**config.mk**
```make
export PLATFORM = sky130hd
export DESIGN_NAME = ring_irq_status
export DESIGN_NICKNAME = d
export VERILOG_FILES = /design/src/rtl/ring_irq_pkg.sv /design/src/rtl/ring_evt_status.sv /design/src/rtl/ring_en_regs.sv /design/src/rtl/ring_irq_arm.sv /design/src/rtl/ring_irq_status.sv
export SDC_FILE = /design/constraint.sdc
export NUM_CORES = 1
export LEC_CHECK = 0
export CAP_MARGIN = 10
export CORE_MARGIN = 4
export CORE_UTILIZATION = 45
export CTS_CLUSTER_DIAMETER = 80
export DETAILED_ROUTE_END_ITERATION = 8
export PLACE_DENSITY = 0.75
export SLEW_MARGIN = 20
export SYNTH_ARGS = -nofsm -noshare
export SYNTH_HDL_FRONTEND = slang
export SYNTH_HIERARCHICAL = 1
export SYNTH_SLANG_ARGS = --single-unit
```
**constraint.sdc**
```tcl
create_clock -name clk -period 1.7 [get_ports clk]
set_input_delay 0.17 -clock clk [delete_from_list [all_inputs] [get_ports clk]]
set_output_delay 0.17 -clock clk [all_outputs]
set_load 0.005 [all_outputs]
```
**src/rtl/ring_irq_pkg.sv**
```systemverilog
package ring_irq_pkg;
  localparam int WORD_W = 32;
  localparam int ADDR_W = 6;
  localparam logic [ADDR_W-1:0] EN_BASE   = 6'h10;
  localparam logic [ADDR_W-1:0] CAP_ADDR  = 6'h20;
  localparam logic [ADDR_W-1:0] MODE_ADDR = 6'h21;
  localparam int AUTO_BIT = 2;

  function automatic int words_for(input int bits_per_ch, input int nch);
    return (31 + bits_per_ch * nch) / 32;
  endfunction
endpackage

```
**src/rtl/ring_evt_status.sv**
```systemverilog
module ring_evt_status
  import ring_irq_pkg::*;
#(
  parameter int NCH = 12,
  parameter int NST = words_for(3, NCH)
) (
  input  logic                  clk,
  input  logic                  rst_n,
  input  logic [3*NCH-1:0]      set_flat,
  input  logic [NST-1:0]        clr_vec,
  output logic [NST*WORD_W-1:0] stat_flat
);
  localparam int FLAT_W = NST * WORD_W;
  localparam int EV_W   = 3 * NCH;

  logic [FLAT_W-1:0] set_pad;

  always_comb begin
    set_pad = '0;
    set_pad[EV_W-1:0] = set_flat;
  end

  for (genvar k = 0; k < NST; k++) begin : g_word
    always_ff @(posedge clk) begin
      if (!rst_n) begin
        stat_flat[k*WORD_W +: WORD_W] <= '0;
      end else begin
        stat_flat[k*WORD_W +: WORD_W] <=
          (clr_vec[k] ? '0 : stat_flat[k*WORD_W +: WORD_W]) | set_pad[k*WORD_W +: WORD_W];
      end
    end
  end
endmodule

```
**src/rtl/ring_en_regs.sv**
```systemverilog
module ring_en_regs
  import ring_irq_pkg::*;
#(
  parameter int NCH = 12,
  parameter int NEN = words_for(2, NCH)
) (
  input  logic                  clk,
  input  logic                  rst_n,
  input  logic [NEN-1:0]        wr_vec,
  input  logic [WORD_W-1:0]     wdata,
  output logic [NEN*WORD_W-1:0] en_flat
);
  localparam int ENW = NEN * WORD_W;
  localparam logic [ENW-1:0] LIVE = ENW'({(2*NCH){1'b1}});

  for (genvar k = 0; k < NEN; k++) begin : g_word
    always_ff @(posedge clk) begin
      if (!rst_n) begin
        en_flat[k*WORD_W +: WORD_W] <= '0;
      end else if (wr_vec[k]) begin
        en_flat[k*WORD_W +: WORD_W] <= wdata & LIVE[k*WORD_W +: WORD_W];
      end
    end
  end
endmodule

```
**src/rtl/ring_irq_arm.sv**
```systemverilog
module ring_irq_arm #(
  parameter int NST = 2
) (
  input  logic           clk,
  input  logic           rst_n,
  input  logic           auto_clr,
  input  logic [NST-1:0] rd_vec,
  input  logic           hit,
  output logic           irq
);
  logic           armed;
  logic [NST-1:0] seen;
  logic [NST-1:0] seen_nx;
  logic           any_rd;
  logic           fire;

  assign seen_nx = seen | rd_vec;
  assign any_rd  = |rd_vec;
  assign fire    = armed & hit;

  always_ff @(posedge clk) begin
    if (!rst_n) begin
      armed <= 1'b1;
      irq   <= 1'b0;
      seen  <= '0;
    end else if (fire) begin
      armed <= 1'b0;
      irq   <= 1'b1;
      seen  <= '0;
    end else begin
      if (!armed) begin
        if (any_rd && (&seen_nx)) begin
          armed <= 1'b1;
          irq   <= 1'b0;
          seen  <= '0;
        end else begin
          seen  <= seen_nx;
        end
      end
      if (auto_clr && any_rd) irq <= 1'b0;
    end
  end
endmodule

```
**src/rtl/ring_irq_status.sv**
```systemverilog
module ring_irq_status
  import ring_irq_pkg::*;
#(
  parameter int NCH = 12
) (
  input  logic              clk,
  input  logic              rst_n,
  input  logic [NCH-1:0]    tx_done,
  input  logic [NCH-1:0]    rx_done,
  input  logic [NCH-1:0]    rx_ovf,
  input  logic              reg_rd,
  input  logic              reg_wr,
  input  logic [ADDR_W-1:0] reg_addr,
  input  logic [WORD_W-1:0] reg_wdata,
  output logic [WORD_W-1:0] reg_rdata,
  output logic              reg_rvalid,
  output logic              irq
);
  localparam int NST  = words_for(3, NCH);
  localparam int NEN  = words_for(2, NCH);
  localparam int EV_W = 3 * NCH;

  logic [EV_W-1:0]        set_flat;
  logic [EV_W-1:0]        en_map;
  logic [NST-1:0]         rd_vec;
  logic [NEN-1:0]         wr_vec;
  logic [NST*WORD_W-1:0]  stat_flat;
  logic [NEN*WORD_W-1:0]  en_flat;
  logic                   auto_q;
  logic [WORD_W-1:0]      rd_mux;

  assign set_flat = {rx_ovf, rx_done, tx_done};

  for (genvar i = 0; i < NCH; i++) begin : g_map
    assign en_map[i]         = en_flat[NCH + i];
    assign en_map[NCH + i]   = en_flat[i];
    assign en_map[2*NCH + i] = en_flat[i];
  end

  for (genvar k = 0; k < NST; k++) begin : g_rdec
    assign rd_vec[k] = reg_rd && (reg_addr == ADDR_W'(k));
  end

  for (genvar k = 0; k < NEN; k++) begin : g_wdec
    assign wr_vec[k] = reg_wr && (reg_addr == EN_BASE + ADDR_W'(k));
  end

  ring_evt_status #(.NCH(NCH), .NST(NST)) u_status (
    .clk       (clk),
    .rst_n     (rst_n),
    .set_flat  (set_flat),
    .clr_vec   (rd_vec),
    .stat_flat (stat_flat)
  );

  ring_en_regs #(.NCH(NCH), .NEN(NEN)) u_en (
    .clk     (clk),
    .rst_n   (rst_n),
    .wr_vec  (wr_vec),
    .wdata   (reg_wdata),
    .en_flat (en_flat)
  );

  ring_irq_arm #(.NST(NST)) u_arm (
    .clk      (clk),
    .rst_n    (rst_n),
    .auto_clr (auto_q),
    .rd_vec   (rd_vec),
    .hit      (|(set_flat & en_map)),
    .irq      (irq)
  );

  always_ff @(posedge clk) begin
    if (!rst_n) begin
      auto_q <= 1'b0;
    end else if (reg_wr && reg_addr == MODE_ADDR) begin
      auto_q <= reg_wdata[AUTO_BIT];
    end
  end

  always_comb begin
    rd_mux = '0;
    for (int k = 0; k < NST; k++) begin
      if (reg_addr == ADDR_W'(k)) rd_mux = stat_flat[k*WORD_W +: WORD_W];
    end
    for (int k = 0; k < NEN; k++) begin
      if (reg_addr == EN_BASE + ADDR_W'(k)) rd_mux = en_flat[k*WORD_W +: WORD_W];
    end
    if (reg_addr == CAP_ADDR)  rd_mux = WORD_W'(11'(NCH));
    if (reg_addr == MODE_ADDR) rd_mux = WORD_W'({auto_q, 2'b00});
  end

  always_ff @(posedge clk) begin
    if (!rst_n) begin
      reg_rdata  <= '0;
      reg_rvalid <= 1'b0;
    end else begin
      reg_rvalid <= reg_rd;
      if (reg_rd) reg_rdata <= rd_mux;
    end
  end
endmodule

```
==> Word level (Yosys, flattened, before mapping) <==
Cells that the tools add are included.
{ "word_totals": {"reg_bits": 126, "output_inout_bits": 34, "latchBits": 0, "ram_bits": 0, "memories": 0, "inputBits": 78, "romBits": 0} }
{ "classes": {"n_addsub": 0, "div": 0, "order_cmp": 0, "n_mul": 0, "n_shift": 0, "bitwise_logic": 6, "n_eq_ne": 5, "n_mux": 15, "reduce_logical": 13} }
{ "op_table": {"columns": ["cell", "n"], "rows": [
  ["2-to-1 mux 32 bit", 7],
  ["bitwise AND 36 bit", 1],
  ["OR reduction 36 bit", 1],
  ["bitwise OR 32 bit", 1],
  ["bitwise OR 32 x 4 -> 32 bit", 1],
  ["equality test 6 bit (second input constant)", 2],
  ["2-to-1 mux 1 bit", 7],
  ["equality test 6 x 1 -> 1 bit (second input constant)", 1],
  ["equality test 6 x 5 -> 1 bit (second input constant)", 1],
  ["logical AND 1 bit", 6],
  ["logical NOT 6 bit", 1],
  ["AND reduction 2 bit", 2],
  ["OR reduction 2 bit", 2],
  ["!= test 3 bit (second input constant)", 1],
  ["nonzero test 3 bit", 1],
  ["2-to-1 mux 2 bit", 1],
  ["bitwise OR 2 bit", 1],
  ["bitwise AND 1 bit", 1],
  ["NOT 1 bit", 1]
]} }

==> Logic depth before layout (Yosys ltp) <==
Gate-level depths: netlist of run 1.
{ "depth": {"word_depth": 9, "mapped_depth": 7, "ltp_nobuf": 7} }

==> By module <==
The synthesis of run 1 kept the hierarchy.
{ "modules_own_cells": {"columns": ["module", "area_each_um2", "seq_area_each_um2", "n_inst", "cells_per_inst"], "rows": [
  ["ring_irq_status", 1858.0, 680.7, 1, 191],
  ["ring_evt_status", 1480.2, 720.7, 1, 144],
  ["ring_en_regs", 993.5, 480.5, 1, 86],
  ["ring_irq_arm", 165.2, 80.1, 1, 18]
]} }

==> Worst setup path before layout of run 1 <==
OpenSTA, ideal clock, no wires.
{ "synth_timing": {"path_type": "in2reg", "start": "input reg_addr[1]", "end": "register u_arm.seen[0]", "path_buffers": 0, "setup_time_ps": 129, "path_slack_ps": 32, "stages": 7, "t_arrival_ps": 1539, "cell_sequence": "or3_4 nor3_4 nand2_1 nor2_1 inv_1 o311ai_2 nor2_1"} }
{ "synth_via": {"elab_chain_len": 6, "elab_cells_between_ends": 9, "cone_classes": "1 x eq/ne; 1 x mux; 1 x bitwise; 6 x reduce/logical"} }
{ "synth_lines": {"columns": ["element", "line", "source"], "rows": [
  ["start, declared", "ring_irq_status.sv:13", "input logic [ADDR_W-1:0] reg_addr,"],
  ["logical NOT 6 bit (*)", "ring_irq_status.sv:41", "assign rd_vec[k] = reg_rd && (reg_addr == ADDR_W'(k));"],
  ["logical AND 1 bit (*)", "ring_irq_status.sv:41", null],
  ["named net rd_vec[0]", "ring_irq_status.sv:25", "logic [NST-1:0] rd_vec;"],
  ["bitwise OR 2 bit", "ring_irq_arm.sv:17", "assign seen_nx = seen | rd_vec;"],
  ["AND reduction 2 bit", "ring_irq_arm.sv:32", "if (any_rd && (&seen_nx)) begin"],
  ["logical AND 1 bit", "ring_irq_arm.sv:32", null],
  ["2-to-1 mux 2 bit (*)", "ring_irq_arm.sv:32", null],
  ["end signal, assigned", "ring_irq_arm.sv:37", "seen <= seen_nx;"],
  ["end, declared", "ring_irq_arm.sv:12", "logic [NST-1:0] seen;"]
]} }
Mark *: on every way through the listed nets, which the timed path passes. The rest lies on a longest branch.
A chain may end at the register's enable or synchronous reset.

==> Worst setup path after layout of run 1 <==
{ "layout_timing": {"start": "register u_en.en_flat[18]", "end": "register u_arm.seen[1]"} }
{ "layout_via": {"elab_chain_len": 4} }
{ "layout_lines": {"columns": ["element", "line", "source"], "rows": [
  ["start, declared", "ring_en_regs.sv:11", "output logic [NEN*WORD_W-1:0] en_flat"],
  ["start signal, assigned by index", "ring_en_regs.sv:21", "en_flat[k*WORD_W +: WORD_W] <= wdata & LIVE[k*WORD_W +: WORD_W];"],
  ["bitwise AND 36 bit", "ring_irq_status.sv:69", ".hit (|(set_flat & en_map)),"],
  ["OR reduction 36 bit", "ring_irq_status.sv:69", null],
  ["bitwise AND 1 bit", "ring_irq_arm.sv:19", "assign fire = armed & hit;"],
  ["OR reduction 2 bit (no line)", null, null]
]} }
No other way between the ends.

==> reports/qor.csv, run 1 <==
stage,metric,value,unit
outcome,status,"finished, violations left",
outcome,failing checks,setup timing,
finish,area of the multi-input gates,2220,sq um
cts,clock root cell,clkbuf_8,
yosys,synthesized flop and latch total,98,
yosys,leading cell types by count after synthesis,"dfxtp_1, nor2b_1, mux2i_1, buf_4, o21a_1",
die,Die Wd,108,um
pwr,Peak VDD IR,0.000404,V
critical_path,Worst EP required,2.00,ns
finish,final instance area,5980,sq um
route,Wirelength per Cell,16.7,um
critical_path,Setup crit start kind,register,
yosys,"EDFF count, synth",0,
die,row count,36,
route,via count,3500,
placed_design,Final GP Congestion,0.861,
yosys,"Seq/Total Area, Yosys",0.436,
cts,CTS Buffer Depth,2,
yosys,most frequent cell after synthesis,dfxtp_1,
route,Antenna Nets Post-Route,0,
placed_design,HPWL Detailed,8680,um
placed_design,placed cell areas,5690,sq um
cts,Clock transition at path regs,0.09,ns
critical_path,data arrival time of the worst path,2.05,ns
global_routing,total global routing overflow,0,
pwr,combinational share of power,0.119,
finish,Layout Cells excl Fill,703,
worst_hold_path,worst hold path stage count,2,
route,1st-iter DRT viols,203,
cts,Num CTS Buffers,9,
sta,Final Slew Violations,0,
route,DR vias/cell,4.98,
finish,layout cell share with drive strength beyond 1,0.147,
global_routing,first-pass GRT wire length,18600,um
pwr,Clk network pwr share,0.351,
route,drt pass-1 iters,4,
die,chip height,108,um
sta,worst setup margin,-0.0502,ns
die,# IOs,112,
job,Max Cap Viol,0,
route,final wirelength,11800,um
sta,crit path time final,1.75,ns
pwr,PD cells,760,nW/um^2
yosys,Syn Area/Cell,10.2,sq um
die,Initial Utilization,0.460,
placed_design,number of port buffers,103,
finish,final layout net count,643,
placed_design,DP Cell Count,685,
critical_path,CP max stage cell,or4_4,
cts,H-tree Lvls,3,
critical_path,critical path class,register to register,
yosys,Yosys warning total,6,
pwr,Pleak,2.33,nW
yosys,Synth Flop Type,dfxtp_1,
finish,fillcell total,847,
critical_path,crit path cell chain,"a22o_1, a221oi_2, nand4_1, or4_4, inv_1, a2bb2oi_1, nor2_1",
finish,sequential cell area,1960,sq um
yosys,Post-Syn Area,4500,sq um
sta,endpoints failing setup,2,
yosys,Yosys cell types,41,
global_routing,vias in the first global route,3591,
global_routing,GRT Resource Usage Total,0.208,
pwr,Int Power,3.49,mW
cts,CTS tree,yes,
yosys,synthesized netlist cell count,439,
yosys,Area contributors post-synth,"dfxtp_1, mux2i_1, nor2b_1",
global_routing,largest net degree at the start of global routing,32,
route,DRC,0,
yosys,Post-synth ARST share,0,
finish,Antenna Cells,0,
pwr,Sequential Power Share,0.530,
cts,Sink Count,98,
sta,Max Clock Freq,571,MHz
critical_path,Critical Path End Type,register,
pwr,Sw Ratio,0.231,
critical_path,"Max FO, Critical Path",2,
global_routing,initial antenna violation count,0,
yosys,area share of the largest cell type after synthesis,0.436,
die,DIE AREA,11700,sq um
sta,skew final,0.0144,ns
sta,Tcrit/Tclk final,1.03,
worst_hold_path,class of the worst hold path,primary input to register,
critical_path,R2R depth,7,
sta,RSZ-0062 raised after global routing,true,
critical_path,max incr delay on CP,0.54,ns
finish,area delta synth->final,32.9,%
die,core area,9770,sq um
yosys,largest area contributor in the netlist,dfxtp_1,
pwr,Net Sw Power,1.05,mW
cts,Worst-Skew Late Latency,0.36,ns
sta,Final Hold Viols,0,
==> per-stage QoR <==
stage / util / setup slack (ns) / total power [mW] / hold WS, ns / TNS (ns)
2_1_floorplan: - / 0.0322 / 2.75 / 0.259 / 0
3_3_place_gp: 0.582 / -0.397 / 2.98 / 0.468 / -15.14
3_5_place_dp: 0.582 / -0.455 / 2.99 / 0.483 / -17.64
4_1_cts: 0.606 / -0.00911 / 4.58 / 0.122 / -0.0122
5_1_grt: 0.611 / -0.114 / 4.72 / 0.137 / -0.324
6_report: 0.611 / -0.0502 / 4.54 / 0.133 / -0.0609
==> worst max-delay path: cells and delay by family (launching register included) <==
family                 cells  cell delay (ns)
DFF                        1             0.34
AOI/OAI and AO/OA          3             0.48
and+or+nand+nor            3             0.78
buffers and inverters      1             0.09
==> what timing repair did <==
| item | in CTS | in global routing |
|---|---|---|
| setup buffers | 0 | 2 |
| endpoints found under the setup margin | 6 | 23 |
| hold buffers | 0 | 0 |
| pin swaps | 0 | 4 |
| gates resized for setup | 5 | 8 |
| hold endpoints to repair | 0 | 0 |
==> sequential cells by signal, summed over array words and instances, names as in the netlist <==
signal and flops:
u_arm/irq 1, u_en/en_flat 24, reg_rvalid 1, u_status/stat_flat 36, u_arm/seen 2, auto_q 1, u_arm/armed 1, reg_rdata 32
==> layout make-up <==
class                      count  area share
clock buffer                  13      0.0283
clock inverter                 3     0.00775
inverter                       4     0.00251
multi-input combinational    309       0.371
sequential                    98       0.329
tap                          133      0.0278
timing repair buffer         143       0.234
==> layer usage <==
layer  vias up  global-route usage  part of all wire
li1       1753                   -                 -
met1      1616               0.262              0.44
met2       112               0.346              0.48
met3        19              0.0466             0.057
met4         0              0.0821             0.025
met5         -                   0                 0
==> layout by cell type, fill, tap and decap left out, types with 3 or more instances in the layout <==
cell type	n
o21ai_2	11
nor2_1	3
conb_1	36
a22o_1	3
clkdlybuf4s50_1	98
inv_1	3
buf_12	5
mux2i_1	55
dlymetal6s2s_1	3
a21oi_1	3
a22oi_1	35
nand4_1	4
buf_4	33
o21ai_1	19
o21a_1	36
o21ai_0	11
nor2b_1	60
dfxtp_1	97
clkbuf_8	12
nand2_2	3
==> power groups by stage <==
stage / registers (mW) / clock network (mW) / logic [mW]
finish: 2.41 / 1.60 / 0.542
global route: 2.42 / 1.72 / 0.587
CTS: 2.41 / 1.63 / 0.541
detailed placement: 2.46 / 0 / 0.534
global placement: 2.46 / 0 / 0.526
floorplan: 2.45 / 0 / 0.305
==> kinds of logic (layout without fill, tap and decap cells) <==
| group | count (synthesis) | after routing | share of synthesized area |
|---|---|---|---|
| compound gates | 129 | 129 | 0.208 |
| buf+inv | 66 | 163 | 0.107 |
| flops | 98 | 98 | 0.436 |
| mux | 55 | 55 | 0.122 |
| other cells | 2 | 36 | 0.00167 |
| simple gates | 89 | 89 | 0.125 |
==> final timing paths <==
path | startpoint | to | slack (ns)
max reg2reg | u_en/en_flat[18] | u_arm/seen[1] | -0.05
min reg2reg | reg_rdata[30] | reg_rdata[30] | 0.50
min | rst_n | u_status/stat_flat[2] | 0.13
max | u_en/en_flat[18] | u_arm/seen[1] | -0.05
Power figures use the tool's default switching activity.
==> run 2, diff against run 1 <==
ABC_AREA = 0   (was not set)
GPL_TIMING_DRIVEN = 1   (was not set)
==> results of run 2 <==
No change in the layout: final DEF, timing and power equal those of run 1.
==> run 3, diff against run 2 <==
CORE_UTILIZATION = 50   (was 45)
DONT_BUFFER_PORTS = 1   (was not set)
HOLD_SLACK_MARGIN = 0.08   (was not set)
PLACE_DENSITY = 0.66   (was 0.75)
==> run 3 against run 2 <==
  * The run now ends clean
  * First-iteration DRC count fell by 57%
  * Via count is 6.0% lower
  * Cell count shrank 12%
  * Register-to-register slack better by 0.06 ns
  * Highest routed layer unchanged
  * Sequential share of layout area grew 3.4 points
  * Clock power fell by 4%
  * Design area down 9.4%
  * Largest power group unchanged
  * Fmax up 3.6%
  * Global-route usage up 2.0 points
  * Sequential power barely moved
==> reports/qor.csv, run 3 (same netlist as run 1, synthesis figures left out) <==
stage,metric,value,unit
outcome,status,completed,
sta,RSZ-0062 raised after global routing,true,
cts,CTS Buffer Depth,2,
critical_path,crit path cell chain,"a22o_1, a221oi_2, nand4_1, or4_4, nand2_2, a2bb2oi_1, nor2_1",
finish,"commonest non-fill, non-tap cells in the layout","dfxtp_1, dlygate4sd3_1, nor2b_1, mux2i_1",
finish,fillcell total,754,
placed_design,number of port buffers,0,
critical_path,max incr delay on CP,0.54,ns
job,Max Cap Viol,0,
critical_path,R2R depth,7,
finish,layout cell share with drive strength beyond 1,0.107,
critical_path,Critical Path End Type,register,
global_routing,total global routing overflow,0,
worst_hold_path,Min-Delay Endpoint,reg_rdata[3],
critical_path,critical path class,register to register,
cts,Clock transition at path regs,0.09,ns
finish,top flop regs,"u_status/stat_flat x36, reg_rdata x32, u_en/en_flat x24",
route,DR vias/cell,5.31,
finish,max FFs per register,36,
worst_hold_path,worst hold path stage count,3,
cts,Worst-Skew Late Latency,0.36,ns
global_routing,vias in the first global route,3263,
worst_hold_path,class of the worst hold path,primary input to register,
route,final wirelength,12000,um
finish,Layout Cells excl Fill,620,
die,Die Wd,103,um
global_routing,largest net degree at the start of global routing,59,
critical_path,CP max stage cell,or4_4,
cts,clock root cell,clkbuf_8,
sta,Tcrit/Tclk final,0.994,
cts,H-tree Lvls,3,
worst_hold_path,Hold Crit Start,reg_addr[4],
sta,Final Slew Violations,0,
critical_path,worst reg2reg path endpoint,u_arm/seen[0],
critical_path,"Max FO, Critical Path",3,
sta,Max Clock Freq,592,MHz
sta,endpoints failing setup,0,
cts,CTS tree,yes,
critical_path,data arrival time of the worst path,1.98,ns
route,Antenna Nets Post-Route,0,
route,DRC,0,
route,1st-iter DRT viols,88,
global_routing,initial antenna violation count,0,
die,row count,34,
cts,Num CTS Buffers,9,
die,# IOs,112,
finish,final layout net count,586,
placed_design,placed cell areas,4430,sq um
placed_design,Final GP Congestion,0.795,
pwr,Pleak,2.07,nW
finish,"most common cell after layout, fill and taps aside",dfxtp_1,
critical_path,R2R setup slack,0.01,ns
global_routing,GRT Resource Usage Total,0.228,
finish,final instance area,5420,sq um
die,Initial Utilization,0.516,
placed_design,HPWL Detailed,7650,um
critical_path,RR Startpoint,u_en/en_flat[13],
die,chip height,103,um
die,core area,8720,sq um
global_routing,first-pass GRT wire length,17900,um
pwr,Peak VDD IR,0.000449,V
critical_path,Setup crit start kind,register,
pwr,PD cells,809,nW/um^2
sta,Final Hold Viols,0,
die,DIE AREA,10600,sq um
route,drt pass-1 iters,4,
finish,Top reg by flops,u_status/stat_flat,
placed_design,DP Cell Count,531,
route,Wirelength per Cell,19.4,um
sta,skew final,0.0124,ns
critical_path,Worst EP required,1.99,ns
sta,crit path time final,1.69,ns
route,via count,3290,
cts,Sink Count,98,
finish,area delta synth->final,20.4,%
finish,Antenna Cells,0,
-- run 3: routing by layer --
layer	GRT usage	part of all wire	vias up
met4	0.0857	0.019	0
met2	0.386	0.49	88
met3	0.0541	0.069	15
met1	0.282	0.42	1553
li1	-	-	1634
met5	0	0	-
-- run 3: worst max path at each step --
stage / from / to / slack, ns
CTS: u_en/en_flat[18] / u_arm/seen[0] / 0.007
finish: u_en/en_flat[13] / u_arm/seen[0] / 0.01
floorplan: reg_addr[1] / u_arm/seen[0] / 0.03
global placement: u_en/en_flat[21] / u_arm/seen[0] / 0.04
global route: u_en/en_flat[18] / u_arm/seen[0] / -0.10
detailed placement: reg_addr[1] / u_arm/irq / 0.01
-- run 3: per-stage QoR --
stage / hold WS (ns) / setup WS [ns] / power [mW] / utilization / TNS [ns]
5_1_grt: 0.107 / -0.101 / 4.56 / 0.621 / -0.247
3_3_place_gp: 0.263 / 0.0448 / 2.69 / 0.508 / 0
6_report: 0.100 / 0.0106 / 4.38 / 0.621 / 0
3_5_place_dp: 0.270 / 0.0129 / 2.69 / 0.508 / 0
4_1_cts: 0.0930 / 0.00721 / 4.40 / 0.616 / 0
2_1_floorplan: 0.259 / 0.0322 / 2.75 / - / 0
-- run 3: final cells by class --
cell class / instances / area [sq um] / share of cell area
clock inverters: 5 / 63.8 / 0.0118
clock buffers: 10 / 138 / 0.0254
inverters: 4 / 15.0 / 0.00277
multi-input cells: 309 / 2200 / 0.406
repair buffers: 86 / 901 / 0.166
well taps: 108 / 135 / 0.0250
flip-flops and latches: 98 / 1960 / 0.363
-- run 3: timing repair --
item,in CTS,in global routing
gates cloned,0,1
endpoints found under the hold margin,98,0
resized for setup,1,3
setup buffers,0,1
endpoints found under the setup margin,2,10
pin swaps,0,2
hold buffers,72,0
-- run 3: power breakdown --
group	switching [mW]	leakage [nW]	internal, mW
Combinational	0.177	1.16	0.258
Sequential	0.0388	0.803	2.37
Clock	0.818	0.0989	0.724
Total	1.03	2.07	3.35
-- run 3: worst max-delay path, delay by kind of cell, from the launching register on --
kind	cells	cell delay, ns
AND/OR/NAND/NOR	4	0.83
flip-flops	1	0.34
AO/OA/AOI/OAI	3	0.46
